## src/rtl/csa_pkg.sv

```systemverilog
package csa_pkg;

    // Nominal width of section k before it is fitted to the word:
    // 2, 2, 3, 4, 5, 6, ...
    function automatic int sec_width_raw(input int k);
        return (k == 0) ? 2 : k + 1;
    endfunction

    // Number of sections needed to cover a word of w bits.
    function automatic int sec_count(input int w);
        int acc;
        int k;
        acc = 0;
        k   = 0;
        while (acc < w) begin
            acc += sec_width_raw(k);
            k++;
        end
        return k;
    endfunction

    // Bit position of the least significant bit of section k.
    function automatic int sec_lsb(input int w, input int k);
        int acc;
        acc = 0;
        for (int j = 0; j < k; j++) begin
            acc += sec_width_raw(j);
        end
        return (acc > w) ? w : acc;
    endfunction

    // Width of section k; the top section is shortened to fit the word.
    function automatic int sec_width(input int w, input int k);
        int lo;
        int raw;
        lo  = sec_lsb(w, k);
        raw = sec_width_raw(k);
        return (lo + raw > w) ? (w - lo) : raw;
    endfunction

endpackage

```

## src/rtl/csa_ripple.sv

```systemverilog
module csa_ripple #(
    parameter int N = 4
) (
    input  logic [N-1:0] a_i,
    input  logic [N-1:0] b_i,
    input  logic         cin_i,
    output logic [N-1:0] sum_o,
    output logic         cout_o
);
    logic [N:0] chain;

    assign chain[0] = cin_i;

    for (genvar i = 0; i < N; i++) begin : g_bit
        logic prop;
        assign prop         = a_i[i] ^ b_i[i];
        assign sum_o[i]     = prop ^ chain[i];
        assign chain[i + 1] = (a_i[i] & b_i[i]) | (prop & chain[i]);
    end

    assign cout_o = chain[N];
endmodule

```

## src/rtl/csa_excess1.sv

```systemverilog
module csa_excess1 #(
    parameter int M = 5
) (
    input  logic [M-1:0] val_i,
    output logic [M-1:0] inc_o
);
    // run[i] is the AND of all input bits below bit i.
    logic [M-1:0] run;

    assign run[0] = 1'b1;

    for (genvar i = 0; i < M; i++) begin : g_bit
        assign inc_o[i] = val_i[i] ^ run[i];
        if (i < M - 1) begin : g_run
            assign run[i + 1] = run[i] & val_i[i];
        end
    end
endmodule

```

## src/rtl/csa_select_group.sv

```systemverilog
module csa_select_group #(
    parameter int N = 3
) (
    input  logic [N-1:0] a_i,
    input  logic [N-1:0] b_i,
    input  logic         sel_i,
    output logic [N-1:0] sum_o,
    output logic         cout_o
);
    logic [N-1:0] sum_zero;
    logic         carry_zero;
    logic [N:0]   cand_zero;
    logic [N:0]   cand_one;
    logic [N:0]   chosen;

    csa_ripple #(.N(N)) u_rca (
        .a_i   (a_i),
        .b_i   (b_i),
        .cin_i (1'b0),
        .sum_o (sum_zero),
        .cout_o(carry_zero)
    );

    assign cand_zero = {carry_zero, sum_zero};

    csa_excess1 #(.M(N + 1)) u_inc (
        .val_i(cand_zero),
        .inc_o(cand_one)
    );

    always_comb begin
        chosen = sel_i ? cand_one : cand_zero;
    end

    assign sum_o  = chosen[N-1:0];
    assign cout_o = chosen[N];
endmodule

```

## src/rtl/csa_sqrt_adder.sv

```systemverilog
module csa_sqrt_adder #(
    parameter int WIDTH = 16
) (
    input  logic [WIDTH-1:0] a_i,
    input  logic [WIDTH-1:0] b_i,
    input  logic             cin_i,
    output logic [WIDTH-1:0] sum_o,
    output logic             cout_o
);
    localparam int NSEC = csa_pkg::sec_count(WIDTH);

    // sec_carry[k] is the carry entering section k.
    logic [NSEC:0] sec_carry;

    assign sec_carry[0] = cin_i;

    for (genvar k = 0; k < NSEC; k++) begin : g_sec
        localparam int LO = csa_pkg::sec_lsb(WIDTH, k);
        localparam int SW = csa_pkg::sec_width(WIDTH, k);

        if (k == 0) begin : g_direct
            csa_ripple #(.N(SW)) u_rca (
                .a_i   (a_i[LO +: SW]),
                .b_i   (b_i[LO +: SW]),
                .cin_i (sec_carry[k]),
                .sum_o (sum_o[LO +: SW]),
                .cout_o(sec_carry[k + 1])
            );
        end else begin : g_select
            csa_select_group #(.N(SW)) u_grp (
                .a_i   (a_i[LO +: SW]),
                .b_i   (b_i[LO +: SW]),
                .sel_i (sec_carry[k]),
                .sum_o (sum_o[LO +: SW]),
                .cout_o(sec_carry[k + 1])
            );
        end
    end

    assign cout_o = sec_carry[NSEC];
endmodule

```

## config.mk

```make
export PLATFORM = sky130hd
export DESIGN_NAME = csa_sqrt_adder
export DESIGN_NICKNAME = d
export VERILOG_FILES = /design/src/rtl/csa_pkg.sv /design/src/rtl/csa_ripple.sv /design/src/rtl/csa_excess1.sv /design/src/rtl/csa_select_group.sv /design/src/rtl/csa_sqrt_adder.sv
export SDC_FILE = /design/constraint.sdc
export NUM_CORES = 1
export LEC_CHECK = 0
export ABC_AREA = 0
export BUFFER_PORTS_ARGS = -buffer_cell sky130_fd_sc_hd__buf_2
export CAP_MARGIN = 20
export CORE_ASPECT_RATIO = 0.9
export CORE_MARGIN = 3
export CORE_UTILIZATION = 45
export DETAILED_ROUTE_END_ITERATION = 8
export GPL_ROUTABILITY_DRIVEN = 0
export PLACE_DENSITY_LB_ADDON = 0.25
export SKIP_LAST_GASP = 1
export SYNTH_ARGS = -nofsm -noshare
export SYNTH_HDL_FRONTEND = slang
export SYNTH_SLANG_ARGS = --single-unit
```

## constraint.sdc

```tcl
create_clock -name vclk -period 7.8
set_input_delay 2.34 -clock vclk [all_inputs]
set_output_delay 2.34 -clock vclk [all_outputs]
set_load 0.01 [all_outputs]
```

# Yosys cells after proc, flatten, opt, wreduce, memory -nomap -nowiden

Cells that the tools add are included.

Memory bits (read-only): 0
Bits in latches: 0
RAM bits: 0
Word-level logic and storage cells: 100
Output and inout bits: 17
Memories: 0
Bits in registers: 0

Reduce and logical (&&, ||, !) cells: 0
Add/subtract/negate cells: 0
Bitwise gates (word level): 96
Divide/modulo/power cells: 0
Shift-type cells: 0
$mul: 0
Equality and inequality tests: 0
$lt $le $gt $ge: 0
Muxes and demuxes: 4

Operator list:

| operator          | count |
|---|---|
| XOR 1 bit         | 42 |
| AND 1 bit         | 38 |
| OR 1 bit          | 12 |
| two-way mux 6 bit | 1 |
| two-way mux 5 bit | 1 |
| two-way mux 4 bit | 1 |
| inverter 1 bit    | 4 |
| two-way mux 3 bit | 1 |

# Depth between registers and ports, before layout

Gate-level depths: netlist of the first run.

Depth after elaboration: 11
Gate-level depth with buffers: 12

# Modules after synthesis

From an unflattened synthesis of the first run, not the netlist that was laid out.

Cell total of the unflattened synthesis: 103
Area total of the unflattened synthesis: 919.6 µm²

Modules (own cells, without submodules):

| module                                       | times used | area an instance (µm²) | cells an instance |
|---|---|---|---|
| csa_ripple at g_sec[0].g_direct.u_rca ...    | 2          | 70.1                   | 10 |
| csa_ripple at g_sec[4].g_select.u_grp.u_rca  | 1          | 137.6                  | 15 |
| csa_ripple at g_sec[3].g_select.u_grp.u_rca  | 1          | 117.6                  | 14 |
| csa_select_group at g_sec[4].g_select.u_grp  | 1          | 105.1                  | 8 |
| csa_ripple at g_sec[2].g_select.u_grp.u_rca  | 1          | 97.6                   | 13 |
| csa_excess1 at g_sec[4].g_select.u_grp.u_inc | 1          | 62.6                   | 6 |
| csa_select_group at g_sec[3].g_select.u_grp  | 1          | 60.1                   | 6 |
| csa_excess1 at g_sec[3].g_select.u_grp.u_inc | 1          | 50.0                   | 5 |
| csa_select_group at g_sec[2].g_select.u_grp  | 1          | 48.8                   | 5 |
| csa_excess1 at g_sec[2].g_select.u_grp.u_inc | 1          | 37.5                   | 4 |
| csa_select_group at g_sec[1].g_select.u_grp  | 1          | 37.5                   | 4 |
| csa_excess1 at g_sec[1].g_select.u_grp.u_inc | 1          | 25.0                   | 3 |

# Worst setup path before layout of the first run

Ideal clock, no wire load.

Path kind: input to output
Start: input port a_i[11]
End: output port cout_o
Cell stages on the path: 12
Required time: 5,460 ps
Slack: 396 ps
Path buffers: 0
Arrival: 5,064 ps
Cell sequence: ha_1 fa_1 inv_1 fa_1 fa_1 fa_1 inv_1 ha_1 nand3_1 a221o_2 o2111a_1 a211oi_1

Longest elaborated chain between the ends: 11
Elaborated cells on any way between the ends: 20
Classes of those cells: mux: 1; bitwise: 19

Ends and longest elaborated chain:

| element                                       | RTL line                            | RTL |
|---|---|---|
| start, declared                               | csa_sqrt_adder.sv:4                 | `input logic [WIDTH-1:0] a_i,` |
| AND 1 bit (2 in a row)                        | csa_ripple.sv:18                    | `assign chain[i + 1] = (a_i[i] & b_i[i]) \| (prop & chain[i]);` |
| OR 1 bit                                      | csa_ripple.sv:18                    |  |
| AND 1 bit                                     | csa_ripple.sv:18                    |  |
| OR 1 bit                                      | csa_ripple.sv:18                    |  |
| AND 1 bit                                     | csa_ripple.sv:18                    |  |
| OR 1 bit                                      | csa_ripple.sv:18                    |  |
| AND 1 bit / XOR 1 bit (equally long branches) | csa_ripple.sv:18, csa_ripple.sv:17  |  |
| OR 1 bit / AND 1 bit (equally long branches)  | csa_ripple.sv:18, csa_excess1.sv:15 |  |
| XOR 1 bit                                     | csa_excess1.sv:13                   | `assign inc_o[i] = val_i[i] ^ run[i];` |
| two-way mux 6 bit *                           | csa_select_group.sv:32              | `chosen = sel_i ? cand_one : cand_zero;` |
| end, declared                                 | csa_sqrt_adder.sv:8                 | `output logic cout_o` |

Mark *: on every way between the ends. The rest lies on a longest branch, timed or not.

# Worst setup path after layout of the first run

Start: input port a_i[7]
End: output port sum_o[15]

Longest elaborated chain between the ends: 10
Elaborated cells on any way between the ends: 17
Classes of those cells: mux: 2; bitwise: 15

Ends and longest elaborated chain:

| element                                       | RTL line                            | RTL |
|---|---|---|
| AND 1 bit (2 in a row)                        | csa_ripple.sv:18                    |  |
| OR 1 bit                                      | csa_ripple.sv:18                    |  |
| AND 1 bit                                     | csa_ripple.sv:18                    |  |
| OR 1 bit                                      | csa_ripple.sv:18                    |  |
| AND 1 bit / XOR 1 bit (equally long branches) | csa_ripple.sv:18, csa_ripple.sv:17  |  |
| OR 1 bit / AND 1 bit (equally long branches)  | csa_ripple.sv:18, csa_excess1.sv:15 |  |
| XOR 1 bit                                     | csa_excess1.sv:13                   |  |
| two-way mux 5 bit *                           | csa_select_group.sv:32              |  |
| two-way mux 6 bit *                           | csa_select_group.sv:32              |  |
| end, declared                                 | csa_sqrt_adder.sv:7                 | `output logic [WIDTH-1:0] sum_o,` |

Marked as above.

==> results of run 1 <==
[Yosys cell counts (all sizes together), types with 2 or more instances]
cell type	number
nor4	4
a21oi	2
ha	14
or2	4
a211oi	2
and2	3
nand2	7
nand3b	2
inv	27
nor4b	3
a2bb2oi	3
fa	12
nor3	3
mux2	5
buf	3
xor2	3
[layout by cell type (no fill, tap or decap), types with 2 or more instances in the layout]
cell type / count
mux2_2: 5
nand3b_1: 2
a2bb2oi_1: 3
and2_1: 2
xor2_1: 2
fa_1: 12
or2_2: 4
ha_1: 13
inv_1: 26
nor4_1: 4
nor4b_1: 3
buf_4: 4
buf_2: 50
nor3_2: 3
a211oi_2: 2
nand2_1: 7
[metrics by stage]
stage | total power, mW | cells
5_1_grt | 0.152 | 191
6_report | 0.134 | 191
4_1_cts | 0.133 | 191
3_3_place_gp | 0.125 | 191
3_5_place_dp | 0.132 | 191
2_1_floorplan | 0.0886 | 116
[final timing paths]
kind                from        end  slack (ps)  depth (start not counted)
setup / recovery  a_i[7]  sum_o[15]         220                         14
hold / removal    b_i[1]   sum_o[1]        5050                          3
[critical path, stage by stage]
cell and delay, ps:
buf_2 100, ha_1 200, fa_1 360, inv_1 80, fa_1 150, inv_1 50, fa_1 500, ha_1 220
nand2_1 80, a211oi_2 520, buf_4 240, a2bb2oi_1 200, nor3_2 50, buf_2 150
[logic make-up (layout without fill, tap and decap cells)]
kind of cell / count (synthesis) / after routing / share of synthesized area (%)
compound gates: 15 / 15 / 14.2
xor+xnor: 5 / 5 / 6.34
mux: 5 / 5 / 5.38
fa+ha+maj: 26 / 26 / 39.7
simple gates: 34 / 34 / 22.2
buf+inv: 31 / 81 / 12.1
[repair_timing]
action                     4_1_cts  5_1_grt
gates resized for setup          0        4
setup endpoints to repair        0        1
buffers inserted                 0        0
[final cells by class]
cell class / count / share of cell area [%]
tap: 25 / 2.32
timing repair buffer: 54 / 20.8
inverter: 27 / 7.51
multi-input combinational: 85 / 69.4
[report_power, final]
part           internal [mW]  switching (mW)  total, mW
clock                      0               0          0
combinational         0.0663          0.0675      0.134
sequential                 0               0          0
[layer usage]
metal | track usage (%) | vias to the layer above
met3 | 0.744 | 0
li1 | - | 498
met1 | 22.2 | 461
met4 | 0 | 0
met2 | 32.5 | 37
met5 | 0 | -
==> metrics.md, run 1 <==
| Metric | Value |
|---|---|
| Yosys cell types | 40 |
| Layout cell share with drive strength beyond 1 | 45.8% |
| Area contributors post-synth | fa_1 23%, ha_1 17%, inv_1 9.7% |
| Post-DP HPWL | 2040 microns |
| Crit-path max FO | 9 |
| Total die area | 2940 sq um |
| Largest net degree at the start of global routing | 23 |
| DR WL met3 | 141 microns |
| Seq. cell area | 0 sq um |
| Cts hold-fix bufs | 0 |
| Die Ht | 51.7 microns |
| Core Util, Final | 65.4% |
| Finish-stage setup viols | 0 |
| Hold Fails Final Rpt | 0 |
| Max-slew headroom | 62.2% |
| Via count | 996 |
| Crit path time final | 7580 ps |
| FP Rows | 15 |
| Cell taking the most area after synthesis | fa_1 |
| Unrepaired setup endpoints after global routing | no |
| Setup ws final | 221 ps |
| GRT Util Overall | 16.8% |
| Lkg Pwr | 0.691 nW |
| Register area share after synthesis | 0% |
| Multi-input logic area | 937 sq um |
| Post-Route WL | 2310 microns |
| Vias in the first global route | 961 |
| Chip width | 56.8 microns |
| Via/cell ratio | 5.21 |
| Req. time, crit path | 5460 ps |
| Ant diodes | 0 |
| Data arrival, critical path | 5240 ps |
| WHS | 5050 ps |
| Post-DR wirelength/cell | 12.1 microns |
| Remaining antenna violation count | 0 |
| Seq cells | 0 |
| IO buf count | 50 |
| Worst-margin pin slew | 566 ps |
| Residual DRC | 0 |
| Starting Density | 50.7% |
| Synth Cell Area | 1050 sq um |
| Syn. warnings | 0 |
| Layout area overhead | 29.1% |
| Post-Syn Nets | 175 |
| Synthesized instance count | 116 |
| DR top layer | met3 |
| I/O Pins | 50 |
| Syn_area_per_cell | 9.02 sq um |
| Number of max-cap violations | 0 |
| First-pass iteration count of the detailed router | 4 |
| Achievable frequency | 0.132 GHz |
| Final net count | 227 |
| Yosys top cell area share | 23.0% |
| Clock buffer count | 0 |
| Critical Path Sink Type | primary output |
| Core Area | 2060 sq um |
| Iteration-0 DRC Markers | 12 |
| M1 WL | 991 microns |
| Worst hold path class | input port to primary output |
| Setup_tns | 0 ps |
| Worst slack, placed | 55.8 ps |
| Crit share post-route | 97.2% |
| # fillers | 179 |
| Initial antenna violation count | 0 |
| Power Dens Cells | 99.1 nW/um^2 |
| Final Max Tran Viols | 0 |
| Post-Place Cell Area | 1330 sq um |
| Total grt overflow | 0 |
| Crit start category | input port |
| Critical path type | input port to primary output |
| DR WL met2 | 1170 microns |
| Status | completed |
| Design area | 1350 sq um |
| Worst vdd ir | 0.0813 mV |
| First-pass GRT wire length | 4140 microns |
Power figures use the tool's default switching activity.
==> inputs of run 2 (changes only) <==
--- a/config.mk
+++ b/config.mk
@@ -13,7 +13,9 @@
 export CORE_UTILIZATION = 45
 export DETAILED_ROUTE_END_ITERATION = 8
 export GPL_ROUTABILITY_DRIVEN = 0
+export MAX_ROUTING_LAYER = met4
 export PLACE_DENSITY_LB_ADDON = 0.25
+export RECOVER_POWER = 25
 export SKIP_LAST_GASP = 1
 export SYNTH_ARGS = -nofsm -noshare
 export SYNTH_HDL_FRONTEND = slang
==> run 2 against run 1 <==
Worst hold slack better by 31 ps. Utilization shrank 0.24 points. Clock-buffer cell count did not move. Critical path depth unchanged. Die area unchanged. Fmax did not move. Sequential share of layout area unchanged. Combinational power barely moved. Setup slack unchanged.
==> metrics.md, run 2 (same netlist as run 1, synthesis figures left out) <==
| Metric | Value |
|---|---|
| Crit share post-route | 97.2% |
| Crit start category | input port |
| Final Max Tran Viols | 0 |
| Cts hold-fix bufs | 0 |
| M3 GR Usage | 0.744% |
| First-pass GRT wire length | 4140 microns |
| Met2 usage | 32.5% |
| Layout area overhead | 28.6% |
| Final net count | 227 |
| Hold Crit Depth | 3 |
| Post-DP HPWL | 2040 microns |
| Total grt overflow | 0 |
| Lkg Pwr | 0.680 nW |
| Multi-input logic area | 937 sq um |
| Core Area | 2060 sq um |
| Ant diodes | 0 |
| Setup_tns | 0 ps |
| Post-CTS Setup Bufs | 0 |
| Largest net degree at the start of global routing | 23 |
| Initial antenna violation count | 0 |
| Total Power | 133 uW |
| Post-Place Cell Area | 1330 sq um |
| Critical Path Sink Type | primary output |
| Post-Route WL | 2310 microns |
| Clock buffer count | 0 |
| Worst hold path class | input port to primary output |
| FP Rows | 15 |
| Vias in the first global route | 961 |
| Met1 global-route usage | 22.2% |
| # fillers | 183 |
| Gr busiest metal | met2 |
| I/O Pins | 50 |
| Setup ws final | 221 ps |
| Crit-path max FO | 9 |
| Power Dens Cells | 98.8 nW/um^2 |
| Post-DR wirelength/cell | 12.1 microns |
| Starting Density | 50.7% |
| Resized Gates After CTS | 0 |
| Number of max-cap violations | 0 |
| Iteration-0 DRC Markers | 18 |
| Commonest non-fill, non-tap cell in the layout | buf_2 |
| Most frequent cells in the layout | 46 x buf_2, 26 x inv_1, 13 x ha_1, 12 x fa_1, 7 x nand2_1 |
| Crit path time final | 7580 ps |
| Hold Fails Final Rpt | 0 |
| Die Ht | 51.7 microns |
| GRT Util Overall | 17.3% |
| Finish-stage setup viols | 0 |
| IO buf count | 50 |
| Data arrival, critical path | 5240 ps |
| Req. time, crit path | 5460 ps |
| Design area | 1350 sq um |
| Total die area | 2940 sq um |
| WHS | 5080 ps |
| First-pass iteration count of the detailed router | 4 |
| Via count | 996 |
| Layout cell share with drive strength beyond 1 | 43.4% |
| Seq cells | 0 |
| Residual DRC | 0 |
| Worst vdd ir | 0.0812 mV |
| Critical path type | input port to primary output |
| Max-slew headroom | 62.2% |
| Chip width | 56.8 microns |
| Worst-margin pin slew | 566 ps |
| Remaining antenna violation count | 0 |
| Via/cell ratio | 5.21 |
| Seq. cell area | 0 sq um |
| Achievable frequency | 0.132 GHz |
| Status | completed |
| Worst slack, placed | 55.8 ps |
| Unrepaired setup endpoints after global routing | no |
run 2: changes by cell type in the layout (fill, tap and decap cells not counted):
| cell | before | now |
|---|---|---|
| clkbuf_1 | 0 | 4 |
| buf_2 | 50 | 46 |
run 2: layout make-up:
class | instances | area share (%)
well taps | 25 | 2.33
repair buffers | 54 | 20.5
inverters | 27 | 7.53
multi-input cells | 85 | 69.7
run 2: worst paths after layout:
kind / startpoint / to / slack (ps)
worst min-delay path: b_i[1] / sum_o[1] / 5080
worst max-delay path: a_i[7] / sum_o[15] / 220
run 2: per-layer routing:
layer,routed length [microns],share of wire (%)
met1,988,43
met2,1170,51
met3,148,6.4
met4,0,0
met5,0,0
run 2: per-stage QoR:
stage	std cells	utilization [%]
6_report	191	65.2
5_1_grt	191	65.2
4_1_cts	191	64.5
3_5_place_dp	191	64.5
3_3_place_gp	191	64.5
2_1_floorplan	116	-
run 2: worst max-delay path: stages:
cell	delay [ps]
buf_2	100
ha_1	200
fa_1	360
inv_1	80
fa_1	150
inv_1	50
fa_1	500
ha_1	220
nand2_1	80
a211oi_2	520
buf_4	240
a2bb2oi_1	200
nor3_2	50
buf_2	150
run 2: where the power goes:
part | leakage [nW] | total (mW) | switching (mW) | internal (mW)
sequential | 0 | 0 | 0 | 0
clock | 0 | 0 | 0 | 0
combinational | 0.680 | 0.133 | 0.0677 | 0.0653
